**config.mk**
```make
export PLATFORM = sky130hd
export DESIGN_NAME = dma2ch
export DESIGN_NICKNAME = d
export VERILOG_FILES = /design/src/rtl/dma2_pkg.sv /design/src/rtl/dma2_chan.sv /design/src/rtl/dma2_arb.sv /design/src/rtl/dma2_eng.sv /design/src/rtl/dma2ch.sv
export SDC_FILE = /design/constraint.sdc
export NUM_CORES = 1
export LEC_CHECK = 0
export BUFFER_PORTS_ARGS = -buffer_cell sky130_fd_sc_hd__clkbuf_2
export CAP_MARGIN = 20
export CORE_ASPECT_RATIO = 0.9
export CORE_MARGIN = 10
export CORE_UTILIZATION = 50
export CTS_CLUSTER_DIAMETER = 120
export DETAILED_ROUTE_END_ITERATION = 12
export PLACE_DENSITY = 0.72
export SYNTH_ARGS = -nofsm -noshare
export SYNTH_HDL_FRONTEND = slang
export SYNTH_HIERARCHICAL = 1
export SYNTH_SLANG_ARGS = --single-unit
```
**constraint.sdc**
```tcl
create_clock -name clk -period 5.7 [get_ports clk]
set_input_delay 0 -clock clk [delete_from_list [all_inputs] [get_ports clk]]
set_output_delay 0 -clock clk [all_outputs]
set_load 0.01 [all_outputs]
```
**src/rtl/dma2_pkg.sv**
```systemverilog
// Shared constants, types and helpers for the two-channel DMA engine.
// Assumes exactly two channels; the arbiter is written for that count.
package dma2_pkg;
    localparam int NCH = 2;
    localparam int CHW = $clog2(NCH);

    localparam logic [1:0] SZ_BYTE = 2'd0;
    localparam logic [1:0] SZ_HALF = 2'd1;
    localparam logic [1:0] SZ_WORD = 2'd2;

    typedef enum logic [1:0] {
        ST_IDLE = 2'd0,
        ST_REQ  = 2'd1,
        ST_RD   = 2'd2,
        ST_WR   = 2'd3
    } eng_state_t;

    // Number of bytes in one transfer unit; code 3 counts as a word.
    function automatic logic [2:0] unit_bytes(input logic [1:0] sz);
        case (sz)
            SZ_BYTE: return 3'd1;
            SZ_HALF: return 3'd2;
            default: return 3'd4;
        endcase
    endfunction
endpackage

```
**src/rtl/dma2_chan.sv**
```systemverilog
// One DMA channel: holds the job's addresses, remaining count and mode bits,
// decides when the channel wants the engine, and reports done/error/irq.
// Assumes it is reloaded only while idle and that beat_ok/beat_err are
// single-cycle and only asserted while the engine serves this channel.
module dma2_chan
    import dma2_pkg::*;
#(
    parameter int AW = 32,
    parameter int CW = 16
) (
    input  logic          clk,
    input  logic          rst_n,
    input  logic          load,
    input  logic [AW-1:0] ld_src,
    input  logic [AW-1:0] ld_dst,
    input  logic [CW-1:0] ld_cnt,
    input  logic [1:0]    ld_size,
    input  logic          ld_burst,
    input  logic          ld_sinc,
    input  logic          ld_dinc,
    input  logic          ld_ext,
    input  logic          ld_irqen,
    input  logic          sw_req,
    input  logic          dreq,
    input  logic          beat_ok,
    input  logic          beat_err,
    output logic          pend,
    output logic [AW-1:0] src,
    output logic [AW-1:0] dst,
    output logic [1:0]    size,
    output logic          burst,
    output logic          last,
    output logic          en,
    output logic          done,
    output logic          err,
    output logic          irq,
    output logic          dreq_clr
);
    logic [AW-1:0] src_q, dst_q;
    logic [CW-1:0] rem_q;
    logic [1:0]    size_q;
    logic          burst_q, sinc_q, dinc_q, ext_q, irqen_q;
    logic          en_q, done_q, err_q, run_q, armed_q, clr_q;
    logic [AW-1:0] step;

    // Address step for the programmed unit size.
    always_comb step = {{(AW-3){1'b0}}, unit_bytes(size_q)};

    // Channel state: configuration, progress, triggers and request re-arm.
    always_ff @(posedge clk) begin
        if (!rst_n) begin
            src_q   <= '0;
            dst_q   <= '0;
            rem_q   <= '0;
            size_q  <= SZ_BYTE;
            burst_q <= 1'b0;
            sinc_q  <= 1'b0;
            dinc_q  <= 1'b0;
            ext_q   <= 1'b0;
            irqen_q <= 1'b0;
            en_q    <= 1'b0;
            done_q  <= 1'b0;
            err_q   <= 1'b0;
            run_q   <= 1'b0;
            armed_q <= 1'b0;
            clr_q   <= 1'b0;
        end else begin
            clr_q <= 1'b0;
            if (load) begin
                src_q   <= ld_src;
                dst_q   <= ld_dst;
                rem_q   <= ld_cnt;
                size_q  <= ld_size;
                burst_q <= ld_burst;
                sinc_q  <= ld_sinc;
                dinc_q  <= ld_dinc;
                ext_q   <= ld_ext;
                irqen_q <= ld_irqen;
                en_q    <= 1'b1;
                done_q  <= 1'b0;
                err_q   <= 1'b0;
                run_q   <= 1'b0;
                armed_q <= 1'b0;
            end else begin
                if (beat_err) begin
                    en_q  <= 1'b0;
                    err_q <= 1'b1;
                    run_q <= 1'b0;
                end else if (beat_ok) begin
                    if (sinc_q) src_q <= src_q + step;
                    if (dinc_q) dst_q <= dst_q + step;
                    if (rem_q == '0) begin
                        en_q   <= 1'b0;
                        done_q <= 1'b1;
                        run_q  <= 1'b0;
                    end else begin
                        rem_q <= rem_q - 1'b1;
                        if (ext_q && !burst_q) run_q <= 1'b0;
                    end
                    if (ext_q && (rem_q == '0 || !burst_q)) clr_q <= 1'b1;
                end else if (en_q && !run_q) begin
                    if (!ext_q && sw_req) begin
                        run_q <= 1'b1;
                    end else if (ext_q && armed_q && dreq) begin
                        run_q   <= 1'b1;
                        armed_q <= 1'b0;
                    end
                end
                if (ext_q && !dreq && !run_q) armed_q <= 1'b1;
            end
        end
    end

    // Outputs seen by the arbiter, the engine and the ports.
    always_comb begin
        pend     = run_q;
        src      = src_q;
        dst      = dst_q;
        size     = size_q;
        burst    = burst_q;
        last     = (rem_q == '0);
        en       = en_q;
        done     = done_q;
        err      = err_q;
        irq      = irqen_q & (done_q | err_q);
        dreq_clr = clr_q;
    end
endmodule

```
**src/rtl/dma2_arb.sv**
```systemverilog
// Chooses which pending channel the engine serves next, by fixed priority
// (channel 0 first) or round-robin (last-served channel loses a tie).
// Assumes two channels; 'take' pulses when the engine accepts the pick.
module dma2_arb
    import dma2_pkg::*;
(
    input  logic           clk,
    input  logic           rst_n,
    input  logic [NCH-1:0] pend,
    input  logic           rr_mode,
    input  logic           take,
    output logic [CHW-1:0] pick,
    output logic           any_pend
);
    logic [CHW-1:0] last_q;

    // Pick a winner from the pending set.
    always_comb begin
        any_pend = |pend;
        if (pend[0] && pend[1]) pick = rr_mode ? ~last_q : 1'b0;
        else                    pick = pend[1] ? 1'b1 : 1'b0;
    end

    // Remember the channel most recently taken, for round-robin.
    always_ff @(posedge clk) begin
        if (!rst_n)    last_q <= 1'b1;
        else if (take) last_q <= pick;
    end
endmodule

```
**src/rtl/dma2_eng.sv**
```systemverilog
// Shared transfer engine: requests the bus, performs read-then-write for the
// selected channel and either keeps the bus (burst) or releases it.
// Assumes the grant stays high while bus_req is held.
module dma2_eng
    import dma2_pkg::*;
#(
    parameter int AW = 32,
    parameter int DW = 32
) (
    input  logic           clk,
    input  logic           rst_n,
    input  logic           any_pend,
    input  logic [CHW-1:0] pick,
    output logic           take,
    output logic [CHW-1:0] cur,
    input  logic [AW-1:0]  cur_src,
    input  logic [AW-1:0]  cur_dst,
    input  logic           cur_burst,
    input  logic           cur_last,
    output logic           bus_req,
    input  logic           bus_gnt,
    output logic           bus_valid,
    output logic           bus_write,
    output logic [AW-1:0]  bus_addr,
    output logic [DW-1:0]  bus_wdata,
    input  logic [DW-1:0]  bus_rdata,
    input  logic           bus_ready,
    input  logic           bus_err,
    output logic           beat_ok,
    output logic           beat_err,
    output logic           in_xfer
);
    eng_state_t     st_q;
    logic [CHW-1:0] cur_q;
    logic [DW-1:0]  data_q;

    // Sequencer: idle -> request -> read -> write -> (read | idle).
    always_ff @(posedge clk) begin
        if (!rst_n) begin
            st_q   <= ST_IDLE;
            cur_q  <= '0;
            data_q <= '0;
        end else begin
            case (st_q)
                ST_IDLE: if (any_pend) begin
                    cur_q <= pick;
                    st_q  <= ST_REQ;
                end
                ST_REQ: if (bus_gnt) st_q <= ST_RD;
                ST_RD: if (bus_ready) begin
                    if (bus_err) st_q <= ST_IDLE;
                    else begin
                        data_q <= bus_rdata;
                        st_q   <= ST_WR;
                    end
                end
                ST_WR: if (bus_ready) begin
                    if (!bus_err && cur_burst && !cur_last) st_q <= ST_RD;
                    else                                    st_q <= ST_IDLE;
                end
                default: st_q <= ST_IDLE;
            endcase
        end
    end

    // Bus command and per-beat results.
    always_comb begin
        take      = (st_q == ST_IDLE) && any_pend;
        cur       = cur_q;
        bus_req   = (st_q != ST_IDLE);
        bus_valid = (st_q == ST_RD) || (st_q == ST_WR);
        bus_write = (st_q == ST_WR);
        bus_addr  = (st_q == ST_WR) ? cur_dst : cur_src;
        bus_wdata = data_q;
        beat_ok   = (st_q == ST_WR) && bus_ready && !bus_err;
        beat_err  = bus_valid && bus_ready && bus_err;
        in_xfer   = bus_valid;
    end
endmodule

```
**src/rtl/dma2ch.sv**
```systemverilog
// Top of the two-channel DMA engine: two channel instances, the arbiter and
// the shared bus engine, plus per-channel result demux and terminal count.
// Assumes a single bus master and a well-behaved request/grant slave.
module dma2ch
    import dma2_pkg::*;
#(
    parameter int AW = 32,
    parameter int DW = 32,
    parameter int CW = 16
) (
    input  logic           clk,
    input  logic           rst_n,
    input  logic [NCH-1:0] cfg_load,
    input  logic [AW-1:0]  cfg_src,
    input  logic [AW-1:0]  cfg_dst,
    input  logic [CW-1:0]  cfg_count,
    input  logic [1:0]     cfg_size,
    input  logic           cfg_burst,
    input  logic           cfg_src_inc,
    input  logic           cfg_dst_inc,
    input  logic           cfg_ext,
    input  logic           cfg_irq_en,
    input  logic           rr_mode,
    input  logic [NCH-1:0] sw_req,
    input  logic [NCH-1:0] dreq,
    output logic [NCH-1:0] dreq_clr,
    output logic [NCH-1:0] tc,
    output logic           bus_req,
    input  logic           bus_gnt,
    output logic           bus_valid,
    output logic           bus_write,
    output logic [AW-1:0]  bus_addr,
    output logic [1:0]     bus_size,
    output logic [DW-1:0]  bus_wdata,
    input  logic [DW-1:0]  bus_rdata,
    input  logic           bus_ready,
    input  logic           bus_err,
    output logic [NCH-1:0] ch_en,
    output logic [NCH-1:0] ch_done,
    output logic [NCH-1:0] ch_err,
    output logic [NCH-1:0] irq
);
    logic [AW-1:0]  ch_src   [NCH];
    logic [AW-1:0]  ch_dst   [NCH];
    logic [1:0]     ch_size  [NCH];
    logic [NCH-1:0] ch_burst, ch_last, ch_pend, ch_ok, ch_bad;
    logic [CHW-1:0] pick, cur;
    logic           take, any_pend, beat_ok, beat_err, in_xfer;
    logic [AW-1:0]  cur_src, cur_dst;
    logic           cur_burst, cur_last;

    for (genvar i = 0; i < NCH; i++) begin : g_ch
        dma2_chan #(.AW(AW), .CW(CW)) u_chan (
            .clk      (clk),
            .rst_n    (rst_n),
            .load     (cfg_load[i]),
            .ld_src   (cfg_src),
            .ld_dst   (cfg_dst),
            .ld_cnt   (cfg_count),
            .ld_size  (cfg_size),
            .ld_burst (cfg_burst),
            .ld_sinc  (cfg_src_inc),
            .ld_dinc  (cfg_dst_inc),
            .ld_ext   (cfg_ext),
            .ld_irqen (cfg_irq_en),
            .sw_req   (sw_req[i]),
            .dreq     (dreq[i]),
            .beat_ok  (ch_ok[i]),
            .beat_err (ch_bad[i]),
            .pend     (ch_pend[i]),
            .src      (ch_src[i]),
            .dst      (ch_dst[i]),
            .size     (ch_size[i]),
            .burst    (ch_burst[i]),
            .last     (ch_last[i]),
            .en       (ch_en[i]),
            .done     (ch_done[i]),
            .err      (ch_err[i]),
            .irq      (irq[i]),
            .dreq_clr (dreq_clr[i])
        );
    end

    dma2_arb u_arb (
        .clk      (clk),
        .rst_n    (rst_n),
        .pend     (ch_pend),
        .rr_mode  (rr_mode),
        .take     (take),
        .pick     (pick),
        .any_pend (any_pend)
    );

    dma2_eng #(.AW(AW), .DW(DW)) u_eng (
        .clk       (clk),
        .rst_n     (rst_n),
        .any_pend  (any_pend),
        .pick      (pick),
        .take      (take),
        .cur       (cur),
        .cur_src   (cur_src),
        .cur_dst   (cur_dst),
        .cur_burst (cur_burst),
        .cur_last  (cur_last),
        .bus_req   (bus_req),
        .bus_gnt   (bus_gnt),
        .bus_valid (bus_valid),
        .bus_write (bus_write),
        .bus_addr  (bus_addr),
        .bus_wdata (bus_wdata),
        .bus_rdata (bus_rdata),
        .bus_ready (bus_ready),
        .bus_err   (bus_err),
        .beat_ok   (beat_ok),
        .beat_err  (beat_err),
        .in_xfer   (in_xfer)
    );

    // Select the served channel's view for the engine and the bus size.
    always_comb begin
        cur_src   = ch_src[cur];
        cur_dst   = ch_dst[cur];
        cur_burst = ch_burst[cur];
        cur_last  = ch_last[cur];
        bus_size  = ch_size[cur];
    end

    // Route beat results to their channel and mark the final transfer.
    always_comb begin
        for (int i = 0; i < NCH; i++) begin
            ch_ok[i]  = beat_ok  && (cur == CHW'(i));
            ch_bad[i] = beat_err && (cur == CHW'(i));
            tc[i]     = in_xfer && (cur == CHW'(i)) && ch_last[i];
        end
    end
endmodule

```
==> reports/metrics.sh <==
SLEW_HEADROOM=0.224
FINAL.SETUP.TNS_NS=0
NETLIST.AREA_LEADER.SHARE=0.326
CLOCK_INSERTION_DELAY_WORST_SKEW_NS=0.53
NUM_IO_PINS=212
UNREPAIRED_SETUP_ENDPOINTS_AFTER_GLOBAL_ROUTING='no'
NUMBER_OF_HOLD_VIOLATIONS_IN_THE_FINAL_REPORT=0
GROUTE.USAGE.OVERALL=0.251
P_LEAK_nW=6.35
YOSYSTOPAREACELL='dfxtp_1'
RUN_STATUS='finished clean'
FIN_CRIT_NS=4.22
PLACEMENT.IO_BUFFERS=211
SEQ_AREA_FRAC_SYNTH=0.326
GRT.OVERFLOW.TOTAL=0
SYNTHARSTFLOPSHARE=0
CTS-ROOT-BUF='clkbuf_16'
CRITPATHBUFINV=1
FINAL_NETS=2022
FINAL.PERIOD_UTILIZATION=0.740
REQUIRED_NS=6.17
GRT_MAX_DEGREE=86
INITIAL_ANTENNA_VIOLATION_COUNT=1
SYNTHFLOPTYPE='dfxtp_1'
MAX_CAP_VIOLATIONS=0
CRITICAL-PATH-SLOWEST-CELL='nor3_2'
SETUP_VIOLATIONS=0
CLK_TRANSITION_REPORTED_PATHS_NS=0.06
DRTANTENNAVIOLNETS=0
CTS_TREE='done'
WORSTPATHARRIVAL_NS=4.69
CTS_MADE_BUFFERS=25
CTS.SINK_COUNT=222
GRT_FIRST_PASS_WIRELENGTH_UM=71900
FINALWIRELENGTH_UM=45800
WORSTHOLDPATHTYPE='in2reg'
PLACE.DETAILED.INSTANCES=2068
LAYOUT-DRIVE-GT1-SHARE=0.234
MAX_STAGE_DELAY_ON_CRIT_PATH_NS=0.69
INITIAL_UTILIZATION=0.506
HOLDCRITSTARTPOINT='sw_req[0]'
REGTOREGSETUPSLACK_NS=1.48
PLACE.GP.CONGESTION=0.918
DRT-VIAS-PER-INSTANCE=6.02
SYN2LAYOUT_AREA_GROWTH_PCT=23.4
FINAL_CELLS=2248
CRIT_CELLS=9
MOST-COMMON-LAYOUT-CELLS='dfxtp_1, clkbuf_2, o21ai_0, dlygate4sd3_1, a21oi_1'
NETLIST_TOP_CELLS_AREA='dfxtp_1, mux2_4, o21ai_0'
WL_PER_CELL_UM=20.4
NETLIST-CELL-TYPE-COUNT=72
DETAIL_ROUTE.DRC_VIOLATIONS=0
POWER_DENSITY_mW_PER_MM2=244
CRITICAL_PATH.ENDPOINT_TYPE='flop'
WORST_PATH_CELL_CHAIN='nand2_2 > nor2_1 > and2_1 > nand3b_4 > nor3_2 > nand3_1 > or3_1 > o211ai_1 > dlygate4sd3_1'
LARGEST_CLOCK_SKEW_IN_THE_FINAL_DESIGN_NS=0.00823
YS_SEQ_ELEMENTS=222
POSTSYNTHAREAPERCELL_UM2=8.55
ACHIEVABLE-FREQUENCY_MHz=237
CRITICAL_PATH_CLASS='reg2reg'
PATH_MAX_FANOUT=35
SYNTH_AREA_MM2=0.0136
HPWL_UM=31300
DIE_AREA_MM2=0.0343
SETUP.WORST_PATH.START='u_eng/st_q[1]'
R2R-START='u_eng/st_q[1]'
REG2REGPATHDEPTH=9
CTS_RESIZED=0
DIE_HEIGHT_UM=177
HTREEDEPTH=1
NUM_VIAS=13500
SYNTH_EDF_COUNT=0
FILLERINSTANCES=2325
IRDROPWORSTVDD_mV=0.218
MAXSLEWVIOLCOUNT=0
NUMBER_OF_GLOBAL_ROUTE_VIAS_BEFORE_REPAIR=13200
MAX-CLOCK-PATH-BUFFERS=3
NUM_ROWS=57
STARTPOINT_TYPE='flop'
YOSYS_WARNINGS=6
VIOLATION_COUNT_AFTER_THE_FIRST_DETAILED_ROUTE_ITERATION=1193
TIMING.RR.END='g_ch[1].u_chan/src[27]'
CORE_AREA_MM2=0.0270
WORSTMARGINPINSLEW_NS=1.16
DIE_BOUNDARY_WIDTH_UM=194
FINAL_COMMON_CELL='dfxtp_1'
TIMING.CRITICAL_PATH.MAX_DELAY_FAMILY='simple AND/OR/NAND/NOR gates'
SYN-NUM-NETS=1743
POST_SYNTH_INST_COUNT=1596
WORST_SETUP_PATH_ENDPOINT='g_ch[1].u_chan/src[27]'
NUMBER_OF_OPTIMIZATION_ITERATIONS_IN_THE_FIRST_DETAILED_ROUTE_PASS=5
==> synth_stat cells, types with 17 or more instances <==
| cell | n |
|---|---|
| mux2_2 | 48 |
| or4_1 | 18 |
| mux2i_1 | 17 |
| nor2_1 | 99 |
| dfxtp_1 | 222 |
| xor2_1 | 52 |
| nor3_1 | 22 |
| buf_6 | 22 |
| xnor2_1 | 72 |
| clkbuf_1 | 64 |
| a21oi_1 | 123 |
| a211oi_1 | 26 |
| nand4_1 | 42 |
| inv_1 | 24 |
| nand3_1 | 114 |
| mux2_4 | 54 |
| or3_1 | 18 |
| nand2_1 | 118 |
| nor4_2 | 22 |
| o21ai_0 | 152 |
| and3_1 | 24 |
==> cell families after synthesis <==
group,share of synthesized area
muxes,0.112
adders and majority gates,0.0147
and+or+nand+nor,0.249
AOI/OAI and AO/OA,0.169
buffers and inverters,0.0506
xor gates and xnor gates,0.0796
DFF,0.326
==> through the flow <==
| stage | cell area (um^2) | hold WS, ns | util | setup WS (ns) | total power [mW] |
|---|---|---|---|---|---|
| floorplan | 13600 | 0.130 | - | 3.28 | 2.17 |
| global route | 16800 | 0.0964 | 0.625 | 1.29 | 4.25 |
| finish | 16800 | 0.0453 | 0.625 | 1.48 | 4.10 |
| global placement | 14600 | 0.214 | 0.543 | 1.98 | 2.37 |
| detailed placement | 14600 | 0.222 | 0.543 | 1.80 | 2.38 |
| CTS | 16800 | 0.0217 | 0.624 | 1.63 | 4.11 |
==> worst register-to-register path: cells and delay by family (launching register included) <==
kind,cells,cell delay (ns)
simple gates,7,3.00
buf+inv,1,0.56
compound gates,1,0.09
flops,1,0.52
==> power breakdown <==
part | leakage (nW) | internal [mW] | total [mW] | switching [mW]
combinational | 4.10 | 0.320 | 0.672 | 0.352
clock | 0.417 | 0.986 | 1.66 | 0.672
sequential | 1.83 | 1.65 | 1.77 | 0.125
==> layer usage <==
layer / wire (um) / track usage
met1: 19600 / 0.325
met2: 20700 / 0.407
met4: 1660 / 0.0932
met5: 0 / 0
met3: 3860 / 0.0511
==> how the worst min path moves through the flow <==
| stage | end | slack [ns] | cells past startpoint |
|---|---|---|---|
| 2_1_floorplan | u_eng/bus_wdata[0] | 0.13 | 2 |
| 3_3_place_gp | u_eng/bus_wdata[11] | 0.21 | 3 |
| 3_5_place_dp | u_eng/bus_wdata[11] | 0.22 | 3 |
| 4_1_cts | g_ch[0].u_chan/pend | 0.02 | 6 |
| 5_1_grt | u_eng/st_q[0] | 0.1 | 4 |
| 6_report | g_ch[0].u_chan/pend | 0.05 | 6 |
==> cell type report <==
cell class              instances  area, um^2  share of cell area
clock buffers                  37         741              0.0440
flip-flops and latches        222        4450               0.264
inverters                      28         110             0.00654
diodes                          1        2.50            0.000149
repair buffers                356        2490               0.148
well taps                     354         443              0.0263
clock inverters                 8        93.8             0.00557
multi-input cells            1242        8510               0.505
==> sequential cells by signal, indices dropped and copies added, names as in the netlist, 4 cells and up <==
signal / flops
g_ch.u_chan/size: 4
g_ch.u_chan/src: 64
g_ch.u_chan/dst: 64
u_eng/bus_wdata: 32
g_ch.u_chan/rem_q: 32
==> repair_timing <==
item	CTS	global route
setup endpoints to repair	0	0
endpoints found under the hold margin	212	0
hold buffers	133	0
setup buffers	0	0
Note: power is estimated with default switching activity, not from simulation.
